**src/rtl/cfg_xlat_pkg.sv**
```systemverilog
package cfg_xlat_pkg;

  localparam int LANES = 4;

  typedef struct packed {
    logic             reqLoad;   // claimed window access this cycle
    logic             reqWrite;  // direction of that access
    logic             reqType1;  // nonzero offset nibble
    logic             bdfSel;    // offset bit 12
    logic [LANES-1:0] laneWr;    // selector byte-lane write enables
    logic             rdLoad;    // register read this cycle
    logic             rdHit;     // read targets the selector offset
  } xlatStrobe_t;

endpackage

```
**src/rtl/cfg_xlat_ctrl.sv**
```systemverilog
module cfg_xlat_ctrl
  import cfg_xlat_pkg::*;
#(
  parameter int                ADDR_W      = 32,
  parameter logic [ADDR_W-1:0] WIN_BASE    = 32'h3000_0000,
  parameter int                REG_AW      = 4,
  parameter logic [REG_AW-1:0] BDF_REG_OFF = '0
) (
  input  logic              winValid,
  input  logic              winWrite,
  input  logic [ADDR_W-1:12] winAddrHi,
  input  logic              regValid,
  input  logic              regWrite,
  input  logic [REG_AW-1:0] regAddr,
  input  logic [LANES-1:0]  regByteEn,
  output xlatStrobe_t       strobe
);

  localparam int WIN_AW = 16;

  logic winHit;
  logic regHit;

  assign winHit = winValid && (winAddrHi[ADDR_W-1:WIN_AW] == WIN_BASE[ADDR_W-1:WIN_AW]);
  assign regHit = (regAddr == BDF_REG_OFF);

  always_comb begin
    strobe.reqLoad  = winHit;
    strobe.reqWrite = winWrite;
    strobe.reqType1 = |winAddrHi[WIN_AW-1:12];
    strobe.bdfSel   = winAddrHi[12];
    strobe.rdLoad   = regValid && !regWrite;
    strobe.rdHit    = regHit;
  end

  for (genvar g = 0; g < LANES; g++) begin : gLaneDec
    assign strobe.laneWr[g] = regValid && regWrite && regHit && regByteEn[g];
  end

endmodule

```
**src/rtl/cfg_xlat_dp.sv**
```systemverilog
module cfg_xlat_dp
  import cfg_xlat_pkg::*;
(
  input  logic             clk,
  input  logic             rstN,
  input  xlatStrobe_t      strobe,
  input  logic [11:2]      winDwIdx,
  input  logic [LANES-1:0] winByteEn,
  input  logic [31:0]      winWrData,
  input  logic [31:0]      regWrData,
  output logic [31:0]      regRdData,
  output logic             coreReqValid,
  output logic             coreReqWrite,
  output logic             coreReqType1,
  output logic [31:0]      coreAddr,
  output logic [LANES-1:0] coreByteEn,
  output logic [31:0]      coreWrData
);

  logic [31:0] bdfPacked;   // {selector 1, selector 0}
  logic [15:0] bdfChosen;

  for (genvar g = 0; g < LANES; g++) begin : gLane
    logic [7:0] laneQ;
    always_ff @(posedge clk or negedge rstN) begin
      if (!rstN)                laneQ <= '0;
      else if (strobe.laneWr[g]) laneQ <= regWrData[8*g +: 8];
    end
    assign bdfPacked[8*g +: 8] = laneQ;
  end

  assign bdfChosen = strobe.bdfSel ? bdfPacked[31:16] : bdfPacked[15:0];

  always_ff @(posedge clk or negedge rstN) begin
    if (!rstN) begin
      coreReqValid <= 1'b0;
      coreReqWrite <= 1'b0;
      coreReqType1 <= 1'b0;
      coreAddr     <= '0;
      coreByteEn   <= '0;
      coreWrData   <= '0;
    end else begin
      coreReqValid <= strobe.reqLoad;
      if (strobe.reqLoad) begin
        coreReqWrite <= strobe.reqWrite;
        coreReqType1 <= strobe.reqType1;
        coreAddr     <= {bdfChosen, 4'b0000, winDwIdx, 2'b00};
        coreByteEn   <= winByteEn;
        coreWrData   <= winWrData;
      end
    end
  end

  always_ff @(posedge clk or negedge rstN) begin
    if (!rstN)             regRdData <= '0;
    else if (strobe.rdLoad) regRdData <= strobe.rdHit ? bdfPacked : '0;
  end

endmodule

```
**src/rtl/cfg_addr_xlat.sv**
```systemverilog
module cfg_addr_xlat
  import cfg_xlat_pkg::*;
#(
  parameter int                ADDR_W      = 32,
  parameter logic [ADDR_W-1:0] WIN_BASE    = 32'h3000_0000,
  parameter int                REG_AW      = 4,
  parameter logic [REG_AW-1:0] BDF_REG_OFF = '0
) (
  input  logic              clk,
  input  logic              rstN,
  input  logic              winValid,
  input  logic              winWrite,
  input  logic [ADDR_W-1:0] winAddr,
  input  logic [3:0]        winByteEn,
  input  logic [31:0]       winWrData,
  input  logic              regValid,
  input  logic              regWrite,
  input  logic [REG_AW-1:0] regAddr,
  input  logic [3:0]        regByteEn,
  input  logic [31:0]       regWrData,
  output logic [31:0]       regRdData,
  output logic              coreReqValid,
  output logic              coreReqWrite,
  output logic              coreReqType1,
  output logic [31:0]       coreAddr,
  output logic [3:0]        coreByteEn,
  output logic [31:0]       coreWrData
);

  xlatStrobe_t strobe;
  logic        unusedByteOfs;

  assign unusedByteOfs = ^winAddr[1:0];

  cfg_xlat_ctrl #(
    .ADDR_W(ADDR_W), .WIN_BASE(WIN_BASE), .REG_AW(REG_AW), .BDF_REG_OFF(BDF_REG_OFF)
  ) u_ctrl (
    .winValid (winValid),
    .winWrite (winWrite),
    .winAddrHi(winAddr[ADDR_W-1:12]),
    .regValid (regValid),
    .regWrite (regWrite),
    .regAddr  (regAddr),
    .regByteEn(regByteEn),
    .strobe   (strobe)
  );

  cfg_xlat_dp u_dp (
    .clk         (clk),
    .rstN        (rstN),
    .strobe      (strobe),
    .winDwIdx    (winAddr[11:2]),
    .winByteEn   (winByteEn),
    .winWrData   (winWrData),
    .regWrData   (regWrData),
    .regRdData   (regRdData),
    .coreReqValid(coreReqValid),
    .coreReqWrite(coreReqWrite),
    .coreReqType1(coreReqType1),
    .coreAddr    (coreAddr),
    .coreByteEn  (coreByteEn),
    .coreWrData  (coreWrData)
  );

endmodule

```
**config.mk**
```make
export PLATFORM = sky130hd
export DESIGN_NAME = cfg_addr_xlat
export DESIGN_NICKNAME = d
export VERILOG_FILES = /design/src/rtl/cfg_xlat_pkg.sv /design/src/rtl/cfg_xlat_ctrl.sv /design/src/rtl/cfg_xlat_dp.sv /design/src/rtl/cfg_addr_xlat.sv
export SDC_FILE = /design/constraint.sdc
export NUM_CORES = 1
export LEC_CHECK = 0
export BUFFER_PORTS_ARGS = -buffer_cell sky130_fd_sc_hd__buf_4
export CORE_MARGIN = 2
export CORE_UTILIZATION = 47
export DETAILED_ROUTE_END_ITERATION = 6
export HOLD_SLACK_MARGIN = 0.06
export PLACE_DENSITY = 0.79
export SLEW_MARGIN = 20
export SYNTH_ARGS = -nofsm -noshare
export SYNTH_HDL_FRONTEND = slang
export SYNTH_SLANG_ARGS = --single-unit
```
**constraint.sdc**
```tcl
create_clock -name clk -period 1.3 [get_ports clk]
set_input_delay 0.195 -clock clk [delete_from_list [all_inputs] [get_ports clk]]
set_output_delay 0.195 -clock clk [all_outputs]
set_load 0.1 [all_outputs]
```
==> run_results.csv, run 1 <==
group,metric,value,unit
global_routing,antenna_found_initial,0,
outcome,lastStage,"5_1_grt",
synth,synthCells,315,
floorplanning,die_x,108,um
synth,yosysWarnings,0,
clocking,cts.sinks,129,
clocking,clockBufferDepth,2,
synth,avgSynthCellArea,16.0,um2
clocking,cts_buffers,17,
outcome,firstError,"[ERROR DPL-0033] detailed placement checks failed during check placement.",
place,dp_cells,655,
floorplanning,num_io_pins,217,
place,hpwlAfterDp,9430,um
floorplanning,fp-row-count,37,
floorplanning,die_y,108,um
synth,synth_seq_cells,129,
clocking,cts_max_level,4,
synth,netlist_area,5040,um2
floorplanning,initial_utilization,0.486,
outcome,outcome,"aborted with a tool error",
global_routing,grt_max_degree,61,
synth,synth.distinct_cells,19,
place,placed_cell_area,6900,um2
place,portBuffers,208,
clocking,cts_root_buffer,"clkbuf_8",
place,gp_congestion,0.777,
synth,seq_area_frac_synth,0.641,
timing,crit_endpoint,"coreWrData[27]",
timing,worst-ep-kind,"output port",
-- metrics by stage --
stage / setup slack [ns] / hold slack (ns) / TNS, ns / util
2_1_floorplan: -0.356 / -0.101 / -27.72 / -
3_3_place_gp: -0.442 / 0.0240 / -46.46 / 0.665
3_5_place_dp: -0.516 / 0.0247 / -51.49 / 0.665
4_1_cts: -0.0358 / 0.102 / -0.554 / 0.927
-- what timing repair did --
action | CTS
setup endpoints to repair | 97
hold buffers | 86
hold endpoints to repair | 210
gates resized for setup | 267
buffers inserted | 22
-- synthesized netlist by cell type (all sizes together) --
cell type / instances / area [um2]
dfrtp: 129 / 3230
mux2: 112 / 1260
a22o: 32 / 280
buf: 15 / 120
nand2: 8 / 40.0
clkbuf: 6 / 22.5
nor2: 4 / 17.5
nor3: 2 / 21.3
nor4b: 2 / 17.5
or4: 2 / 15.0
conb: 1 / 3.75
nand2b: 1 / 6.26
nor4: 1 / 6.26
-- kinds of logic after synthesis --
family | count (synthesis) | synth area share
AO/OA/AOI/OAI | 32 | 0.0556
buffers and inverters | 21 | 0.0283
flip-flops | 129 | 0.641
multiplexers | 112 | 0.250
other | 1 | 0.000744
AND/OR/NAND/NOR | 20 | 0.0246
==> inputs of run 2 (changes only) <==
CORE_UTILIZATION = 40   (was 47)
HOLD_SLACK_MARGIN = default   (was 0.06)
PLACE_DENSITY = default   (was 0.79)
PLACE_DENSITY_LB_ADDON = 0.15   (was default)
==> run_results.csv, run 2 <==
group,metric,value,unit
timing,slew_viol_final,0,
synth,synthArstFlopShare,1.00,
synth,synth_common_cells,"129 x dfrtp_1, 104 x mux2_2, 32 x a22o_1",
final_layout,finish.net_count,698,
hold_path,whs_path_depth,2,
place,portBuffers,208,
synth,netlist_area,5040,um2
clocking,clockBufferDepth,2,
final_layout,final_common_cell,"buf_4",
detailed_routing,route.vias.total,3717,
detailed_routing,drtIter0Drc,145,
synth,yosysWarnings,0,
global_routing,grt.busiest_layer,"met2",
final_layout,drive_gt1_frac,0.642,
clocking,cts_max_level,4,
power_and_ir_drop,switchingPower,2.22,mW
timing,setup_ws,-0.0649,ns
critical_path,r2r-start,"u_dp.gLane[0].laneQ[3]",
floorplanning,die_y,116,um
global_routing,grt_pass1_wl,19900,um
place,gp_congestion,0.747,
power_and_ir_drop,swShare,0.236,
job,drv_cap,0,
clocking,cts_root_buffer,"clkbuf_16",
synth,ys_top_cells_by_area,"dfrtp_1 64%, mux2_2 23%, a22o_1 5.6%",
critical_path,worstPathArrival,1.66,ns
synth,yosysMostFrequentCell,"dfrtp_1",
power_and_ir_drop,cell_internal_pwr,7.17,mW
global_routing,grt_max_degree,33,
global_routing,grt_usage,0.197,
global_routing,grtUsageMet1,0.227,
clocking,cts_tree,"built",
power_and_ir_drop,leakage,4.29,nW
floorplanning,core,12500,um2
critical_path,path_class,"input port to flip-flop",
final_layout,final_cell_mix,"182 x buf_4, 129 x dfrtp_1, 76 x mux2_2",
power_and_ir_drop,share_comb_of_total_power,0.107,
synth,synth-edff-count,0,
clocking,cts.sinks,129,
critical_path,startpoint,"winAddr[24]",
detailed_routing,ant_nets,0,
timing,setup_viol,41,
synth,synth_ff_type,"dfrtp_1",
timing,clock.fmax,733,MHz
timing,timing.final.crit_share,1.05,
detailed_routing,drt_first_pass_iters,4,
detailed_routing,drcViolationCount,0,
final_layout,syn_to_final_growth,63.9,%
outcome,outcome,"finished with violations",
synth,synth_seq_cells,129,
hold_path,hold_class,"input port to flip-flop",
floorplanning,num_io_pins,217,
synth,avgSynthCellArea,16.0,um2
clocking,clk_latency,0.41,ns
final_layout,top_regs,"u_dp.coreWrData x32, u_dp.gLane.laneQ x32, u_dp.regRdData x32",
final_layout,antenna_cells,0,
detailed_routing,vias_per_cell,4.86,
final_layout,fillers,939,
critical_path,worst-path-max-fanout,5,
power_and_ir_drop,clkPwrFrac,0.437,
global_routing,grt_use_met2,0.340,
critical_path,cp.required,1.59,ns
floorplanning,dieArea,13500,um2
place,placed_cell_area,6960,um2
timing,hold_violations,0,
critical_path,reg2reg_depth,2,
floorplanning,fp-row-count,41,
timing,grt_setup_unrepaired,"yes",
outcome,failed_checks,"negative setup slack",
final_layout,design_area,8260,um2
final_layout,fin_util,0.663,
global_routing,first_global_vias,3773,
timing,period_needed,1.36,ns
synth,seq_area_frac_synth,0.641,
hold_path,min_from,"winWrData[7]",
synth,yosysTopAreaCellShare,0.641,
clocking,path_clk_slew,0.06,ns
synth,yosysTopAreaCell,"dfrtp_1",
global_routing,use_met3,0.0571,
floorplanning,initial_utilization,0.404,
global_routing,antenna_found_initial,0,
power_and_ir_drop,vdd_ir_drop_max,0.839,mV
detailed_routing,routedWlPerCell,18.3,um
power_and_ir_drop,power.density,1140,nW/um2
global_routing,grt_overflow,0,
synth,synth.distinct_cells,19,
detailed_routing,drt_wl_total,14000,um
floorplanning,die_x,116,um
place,hpwlAfterDp,8810,um
timing,finClkSkew,0.00251,ns
timing,tns,-1.85,ns
synth,synthCells,315,
critical_path,start_kind,"input port",
clocking,cts_buffers,17,
critical_path,setup.worst_path.end_class,"flip-flop",
power_and_ir_drop,pwr-share-seq,0.456,
run 2: what timing repair did:
| item | in CTS | in global routing |
|---|---|---|
| setup buffers | 3 | 0 |
| gates resized for setup | 8 | 62 |
| setup endpoints to repair | 58 | 88 |
| hold endpoints to repair | 55 | 1 |
| hold buffers | 35 | 1 |
| pin swaps | 0 | 6 |
| cloned | 1 | 6 |
run 2: stage by stage:
stage	hold slack, ns	std cells	setup WS (ns)	power, mW
after global placement	0.164	692	-0.462	5.22
after CTS	0.000231	759	-0.0301	9.45
final	0.0135	765	-0.0649	9.39
after floorplan	-0.101	320	-0.356	4.76
after detailed placement	0.168	692	-0.493	5.24
after global routing	0.000458	765	-0.115	9.75
run 2: area by class of cell:
type                       count  area [um2]  share of cell area
clock buffer                  21         460              0.0557
multi-input combinational    170        1900               0.231
timing repair buffer         266        2410               0.292
tap                          172         215              0.0261
clock inverter                 7        40.0             0.00485
sequential                   129        3230               0.391
run 2: kinds of logic (layout without fill, tap and decap cells):
family | count (synthesis) | after routing | share of synthesized area
buffers and inverters | 21 | 294 | 0.0283
AOI/OAI and AO/OA | 32 | 32 | 0.0556
and+or+nand+nor | 20 | 20 | 0.0246
muxes | 112 | 112 | 0.250
other | 1 | 6 | 0.000744
DFF | 129 | 129 | 0.641
run 2: path summary, 6_finish.rpt:
path	end	slack [ns]
worst max-delay path	u_dp.coreWrData[26]	-0.06
worst min-delay path	u_dp.coreWrData[7]	0.01
worst max register to register	u_dp.coreAddr[19]	0.25
worst min register to register	u_dp.regRdData[2]	0.50
max in group asynchronous	u_dp.coreWrData[0]	0.49
min in group asynchronous	u_dp.coreWrData[29]	0.27
run 2: power groups by stage:
stage / sequential (mW) / clock [mW] / combinational, mW
3_3_place_gp: 4.34 / 0 / 0.883
5_1_grt: 4.30 / 4.37 / 1.08
6_report: 4.28 / 4.11 / 1.00
2_1_floorplan: 4.43 / 0 / 0.336
3_5_place_dp: 4.35 / 0 / 0.895
4_1_cts: 4.28 / 4.18 / 0.988
run 2: layer usage:
layer  up-vias  wire, um  part of all wire
met3        23       607             0.043
met1      1899      5510              0.39
met5         -         0                 0
met4         0       346             0.025
li1       1680         -                 -
met2       115      7540              0.54
run 2: critical path: stages:
cell and delay (ns):
buf_4 0.12, nor4b_4 0.27, nand2_2 0.11, nor3_4 0.29, buf_6 0.20, clkbuf_16 0.17, mux2_4 0.29
(Power assumes the default switching activity.)
